`src/rtl/ckstp_pkg.sv`:
```
package ckstp_pkg;
    typedef struct packed {
        logic parked;
        logic tristate;
    } lane_st_t;

    localparam lane_st_t LANE_RUN = '{parked: 1'b0, tristate: 1'b0};
endpackage

```
`src/rtl/ckstp_sync.sv`:
```
module ckstp_sync #(
    parameter int W      = 2,
    parameter int STAGES = 2
) (
    input  logic         clk,
    input  logic         rst_n,
    input  logic [W-1:0] async_n,
    output logic [W-1:0] req
);
    localparam int LAST = STAGES - 1;

    logic [W-1:0] stage_d [STAGES];
    logic [W-1:0] stage_q [STAGES];

    always_comb begin
        stage_d[0] = async_n;
        for (int s = 1; s < STAGES; s++) begin
            stage_d[s] = stage_q[s-1];
        end
    end

    generate
        for (genvar s = 0; s < STAGES; s++) begin : g_stage
            always_ff @(negedge clk or negedge rst_n) begin
                if (!rst_n) stage_q[s] <= '1;
                else        stage_q[s] <= stage_d[s];
            end
        end
    endgenerate

    // request is active once the last stage has sampled a low level
    assign req = ~stage_q[LAST];
endmodule

```
`src/rtl/ckstp_lane.sv`:
```
module ckstp_lane
    import ckstp_pkg::*;
(
    input  logic clk,
    input  logic rst_n,
    input  logic stop_req,
    input  logic pd_req,
    input  logic stoppable,
    input  logic tri_stop,
    input  logic tri_pd,
    output logic pin_t,
    output logic pin_c,
    output logic en_t,
    output logic en_c
);
    lane_st_t st_d, st_q;

    always_comb begin
        st_d.parked   = pd_req | (stop_req & stoppable);
        st_d.tristate = st_d.parked & (pd_req ? tri_pd : tri_stop);
    end

    // rising edge: the true leg is high, so parking high never cuts a phase
    always_ff @(posedge clk or negedge rst_n) begin
        if (!rst_n) st_q <= LANE_RUN;
        else        st_q <= st_d;
    end

    always_comb begin
        if (!st_q.parked) begin
            pin_t = clk;
            pin_c = ~clk;
            en_t  = 1'b1;
            en_c  = 1'b1;
        end else if (st_q.tristate) begin
            pin_t = 1'b0;
            pin_c = 1'b0;
            en_t  = 1'b0;
            en_c  = 1'b0;
        end else begin
            pin_t = 1'b1;
            pin_c = 1'b0;
            en_t  = 1'b1;
            en_c  = 1'b0;
        end
    end
endmodule

```
`src/rtl/diffclk_stop_ctrl.sv`:
```
module diffclk_stop_ctrl #(
    parameter int NUM_PAIRS   = 4,
    parameter int SYNC_STAGES = 2
) (
    input  logic                 clk_src,
    input  logic                 rst_n,
    input  logic                 stop_n,
    input  logic                 pwrdn_n,
    input  logic [NUM_PAIRS-1:0] stop_mask,
    input  logic                 tri_on_stop,
    input  logic                 tri_on_pwrdn,
    output logic [NUM_PAIRS-1:0] clk_t,
    output logic [NUM_PAIRS-1:0] clk_c,
    output logic [NUM_PAIRS-1:0] oe_t,
    output logic [NUM_PAIRS-1:0] oe_c
);
    localparam int REQ_W = 2;

    logic [REQ_W-1:0]     req_vec;
    logic                 stop_req;
    logic                 pd_req;
    logic [NUM_PAIRS-1:0] mask_d, mask_q;

    ckstp_sync #(.W(REQ_W), .STAGES(SYNC_STAGES)) u_sync (
        .clk     (clk_src),
        .rst_n   (rst_n),
        .async_n ({pwrdn_n, stop_n}),
        .req     (req_vec)
    );

    assign stop_req = req_vec[0];
    assign pd_req   = req_vec[1];

    // the mask is frozen while a stop is pending
    always_comb begin
        mask_d = stop_req ? mask_q : stop_mask;
    end

    always_ff @(posedge clk_src or negedge rst_n) begin
        if (!rst_n) mask_q <= '0;
        else        mask_q <= mask_d;
    end

    generate
        for (genvar i = 0; i < NUM_PAIRS; i++) begin : g_lane
            ckstp_lane u_lane (
                .clk       (clk_src),
                .rst_n     (rst_n),
                .stop_req  (stop_req),
                .pd_req    (pd_req),
                .stoppable (mask_q[i]),
                .tri_stop  (tri_on_stop),
                .tri_pd    (tri_on_pwrdn),
                .pin_t     (clk_t[i]),
                .pin_c     (clk_c[i]),
                .en_t      (oe_t[i]),
                .en_c      (oe_c[i])
            );
        end
    endgenerate
endmodule

```
`config.mk`:
```
export PLATFORM = sky130hd
export DESIGN_NAME = diffclk_stop_ctrl
export DESIGN_NICKNAME = d
export VERILOG_FILES = /design/src/rtl/ckstp_pkg.sv /design/src/rtl/ckstp_sync.sv /design/src/rtl/ckstp_lane.sv /design/src/rtl/diffclk_stop_ctrl.sv
export SDC_FILE = /design/constraint.sdc
export NUM_CORES = 1
export LEC_CHECK = 0
export ABC_AREA = 1
export BUFFER_PORTS_ARGS = -buffer_cell sky130_fd_sc_hd__buf_4
export CORE_UTILIZATION = 45
export DETAILED_ROUTE_END_ITERATION = 10
export GPL_TIMING_DRIVEN = 0
export HOLD_SLACK_MARGIN = 0.02
export PLACE_DENSITY = 0.78
export SLEW_MARGIN = 15
export SYNTH_ARGS = -nofsm -noshare
export SYNTH_HDL_FRONTEND = slang
export SYNTH_HIERARCHICAL = 1
export SYNTH_SLANG_ARGS = --single-unit
```
`constraint.sdc`:
```
create_clock -name clk_src -period 1.4 [get_ports clk_src]
set_input_delay 0.35 -clock clk_src [delete_from_list [all_inputs] [get_ports clk_src]]
set_output_delay 0.35 -clock clk_src [all_outputs]
set_load 0.01 [all_outputs]
```
==> impl_metrics.tcl <==
set metrics [dict create \
    fp.dieH_um 40.3 \
    worstPathRequired_ns 1.05 \
    synth_compound_area_share_pct 3.03 \
    overflow 0 \
    yosysMostFrequentCell "nand2_1" \
    hp-start "stop_mask[0]" \
    timing.rr.start "u_sync/stage_q[0]$_DFF_NN1_" \
    slowest_delay_ns 0.47 \
    clkPwrFrac_pct 66.3 \
    nets 138 \
    antenna_found_initial 0 \
    synthAdderAreaFrac_pct 0 \
    ys.flop_type "dfrtp_1" \
    grt_setup_unrepaired "yes" \
    layout-drive-gt1-share_pct 52.7 \
    drt-vias-per-instance 4.66 \
    area_growth_pct 80.1 \
    slew_violations 0 \
    syn_nets 90 \
    cap_violations 0 \
    synth_area_per_cell_um2 8.26 \
    ys_ff_latch 16 \
    power.share.sequential_pct 26.2 \
    power.density_nw_per_um2 1710 \
    synth_xor_area_share_pct 0 \
    clock_latency_ns 0.46 \
    synth_cells 80 \
    core_area_um2 1330 \
    p_leak_nw 0.660 \
    drtPass1Iterations 4 \
    fillCellCount 62 \
    track_usage_pct 22.3 \
    path_cells "nor2_4, clkbuf_8, a21oi_2, buf_4" \
    ys_types 7 \
    tightest_slew_ns 0.260 \
    status "finished, violations left" \
    fp-row-count 13 \
    peakVddDrop_uv 1040 \
    port_buffers 25 \
    intPower_w 0.00136 \
    die_w_um 40.3 \
    synth-edff-count 0 \
    grt_max_degree 17 \
    setup_viol 32 \
    avgRoutedWirePerCell_um 12.5 \
    period_minus_slack_ns 1.73 \
    fmax_mhz 578 \
    start_util_pct 49.5 \
    gp_congestion 0.771 \
    rrSetupSlack_ns -0.30 \
    syn_area_um2 661 \
    fin_tns_setup_ns -5.14 \
    ff2ff_path_depth 5 \
    via_count 681 \
    finClkSkew_ns 0.0682 \
    first_global_vias 663 \
    pin_count 26 \
    synth_top_area_share_pct 45.5 \
    drcViolationCount 0 \
    slowest_stage "dfrtp_1" \
    clk_pin_slew_ns 0.09 \
    cts_tree "built" \
    worstSetupEndpointType "primary output" \
    post_dp_cell_area_um2 870 \
    routed_wl_um 1820 \
    whs_path_depth 3 \
    finalHoldViolCount 0 \
    fin_area_um2 1190 \
    r2r_end "g_lane[1].u_lane/st_q[0]$_DFF_PN0_" \
    synth-warning-count 6 \
    crit_arrival_ns 1.38 \
    die_area_um2 1630 \
    synth_top_cell_by_area "dfrtp_1" \
    whs_endpoint "mask_q[0]$_DFFE_PN0N_" \
    synth_top_family_by_area "simple AND/OR/NAND/NOR gates" \
    switching_share_pct 33.4 \
    finalCoreUtilization_pct 89.2 \
    violations "negative setup slack" \
    hold_class "primary input to register" \
    drt_iter0_markers 13 \
    critPathMaxFanout 4 \
    finalCritPeriodShare_pct 124 \
    yosys-top-cells-area "dfrtp_1 (45%), nand2_1 (23%), dfstp_2 (16%)" \
    synth-simple-area-share_pct 26.5 \
    ant_nets 0 \
    switching_power_w 0.000679 \
    n_antenna_cell 0 \
    maxSlewHeadroom_pct 82.6 \
    comb_power_share_pct 7.5 \
    fin_ws_ns -0.331 \
    synth_common_cells "nand2_1 (40), inv_1 (15), dfrtp_1 (12)" \
    synthArstFlopShare_pct 100 \
    crit_type "register to primary output" \
    muxShareOfSynthArea_pct 0 \
    dp.final_hpwl_um 794 \
    synth.yosys.seq_area_share_pct 61.4 \
    cp-start-kind "register" \
    grt_pass1_wl_um 2090 \
]
## what timing repair did
item	CTS	global route
resized for setup	20	32
setup buffers	2	0
endpoints found under the setup margin	24	32
hold endpoints to repair	12	0
hold buffers	1	0
pin swaps	1	3
## metrics by stage
stage / cells / hold WS [ns] / power, W / setup slack (ns)
after detailed placement: 120 / 0.214 / 0.000929 / -0.208
after global placement: 120 / 0.210 / 0.000924 / -0.193
after CTS: 146 / 0.136 / 0.00185 / -0.360
after global routing: 146 / 0.145 / 0.00215 / -0.391
after floorplan: 80 / 0.0544 / 0.000726 / -0.160
final: 146 / 0.144 / 0.00204 / -0.331
## power groups by stage
| stage | clock network, W | registers, W | logic (W) |
|---|---|---|---|
| after floorplan | 0.000143 | 0.000527 | 0.0000569 |
| after global placement | 0.000282 | 0.000528 | 0.000114 |
| after detailed placement | 0.000282 | 0.000530 | 0.000118 |
| after CTS | 0.00119 | 0.000525 | 0.000136 |
| after global routing | 0.00144 | 0.000536 | 0.000169 |
| final | 0.00135 | 0.000533 | 0.000153 |
## registers in the layout, indices dropped and copies added, names as in the netlist
| signal | cells |
|---|---|
| mask_q | 4 |
| g_lane.u_lane/st_q | 8 |
| u_sync/stage_q | 2 |
| u_sync/stage_d | 2 |
## layer usage
| metal | GRT usage (%) | wire length [µm] | up-vias |
|---|---|---|---|
| met4 | 42.5 | 114 | 0 |
| li1 | - | - | 330 |
| met2 | 31.5 | 947 | 39 |
| met3 | 10.6 | 154 | 17 |
| met1 | 14.9 | 606 | 295 |
| met5 | 0 | 0 | - |
## worst max path at each step
stage	start	endpoint	slack, ns	depth (start not counted)
floorplan	u_sync/stage_q[0]$_DFF_NN1_	g_lane[2].u_lane/st_q[0]$_DFF_PN0_	-0.16	5
global placement	u_sync/stage_q[0]$_DFF_NN1_	g_lane[0].u_lane/st_q[0]$_DFF_PN0_	-0.19	5
detailed placement	u_sync/stage_q[1]$_DFF_NN1_	g_lane[1].u_lane/st_q[0]$_DFF_PN0_	-0.21	5
CTS	clk_src	clk_t[2]	-0.36	6
global route	g_lane[2].u_lane/st_q[1]$_DFF_PN0_	clk_t[2]	-0.39	4
finish	g_lane[2].u_lane/st_q[1]$_DFF_PN0_	clk_t[2]	-0.33	4
## logic make-up (layout without fill, tap and decap cells)
kind of cell           Yosys count  in the layout
AOI/OAI and AO/OA                4              4
DFF                             16             16
buffers and inverters           16             67
and+or+nand+nor                 44             44
## cell usage in the layout, fill, tap and decap left out
cell type	netlist	final
clkbuf_8	0	1
nand2_1	40	34
inv_4	0	3
a21oi_1	4	1
inv_2	1	6
clkbuf_1	0	4
dlygate4sd3_1	0	1
buf_6	0	17
clkbuf_4	0	5
clkinv_2	0	1
dfrtp_1	12	12
a21oi_4	0	1
buf_4	0	16
nor2_4	0	4
nand2_2	0	6
a21oi_2	0	2
buf_8	0	3
inv_1	15	10
dfstp_2	4	4
## area by class of cell
type | count | area, µm² | area share, %
Timing Repair Buffer | 20 | 179 | 15.0
Inverter | 15 | 63.8 | 5.36
Clock buffer | 27 | 254 | 21.3
Clock inverter | 5 | 20.0 | 1.68
Multi-Input combinational cell | 48 | 249 | 20.9
Sequential cell | 16 | 405 | 34.1
Tap cell | 15 | 18.8 | 1.58
## critical path: cells and delay by family, from the launching register on
kind | cells | cell delay (ns)
AND/OR/NAND/NOR | 1 | 0.07
flip-flops | 1 | 0.47
buffers and inverters | 2 | 0.30
AO/OA/AOI/OAI | 1 | 0.15
Power figures use the tool's default switching activity.
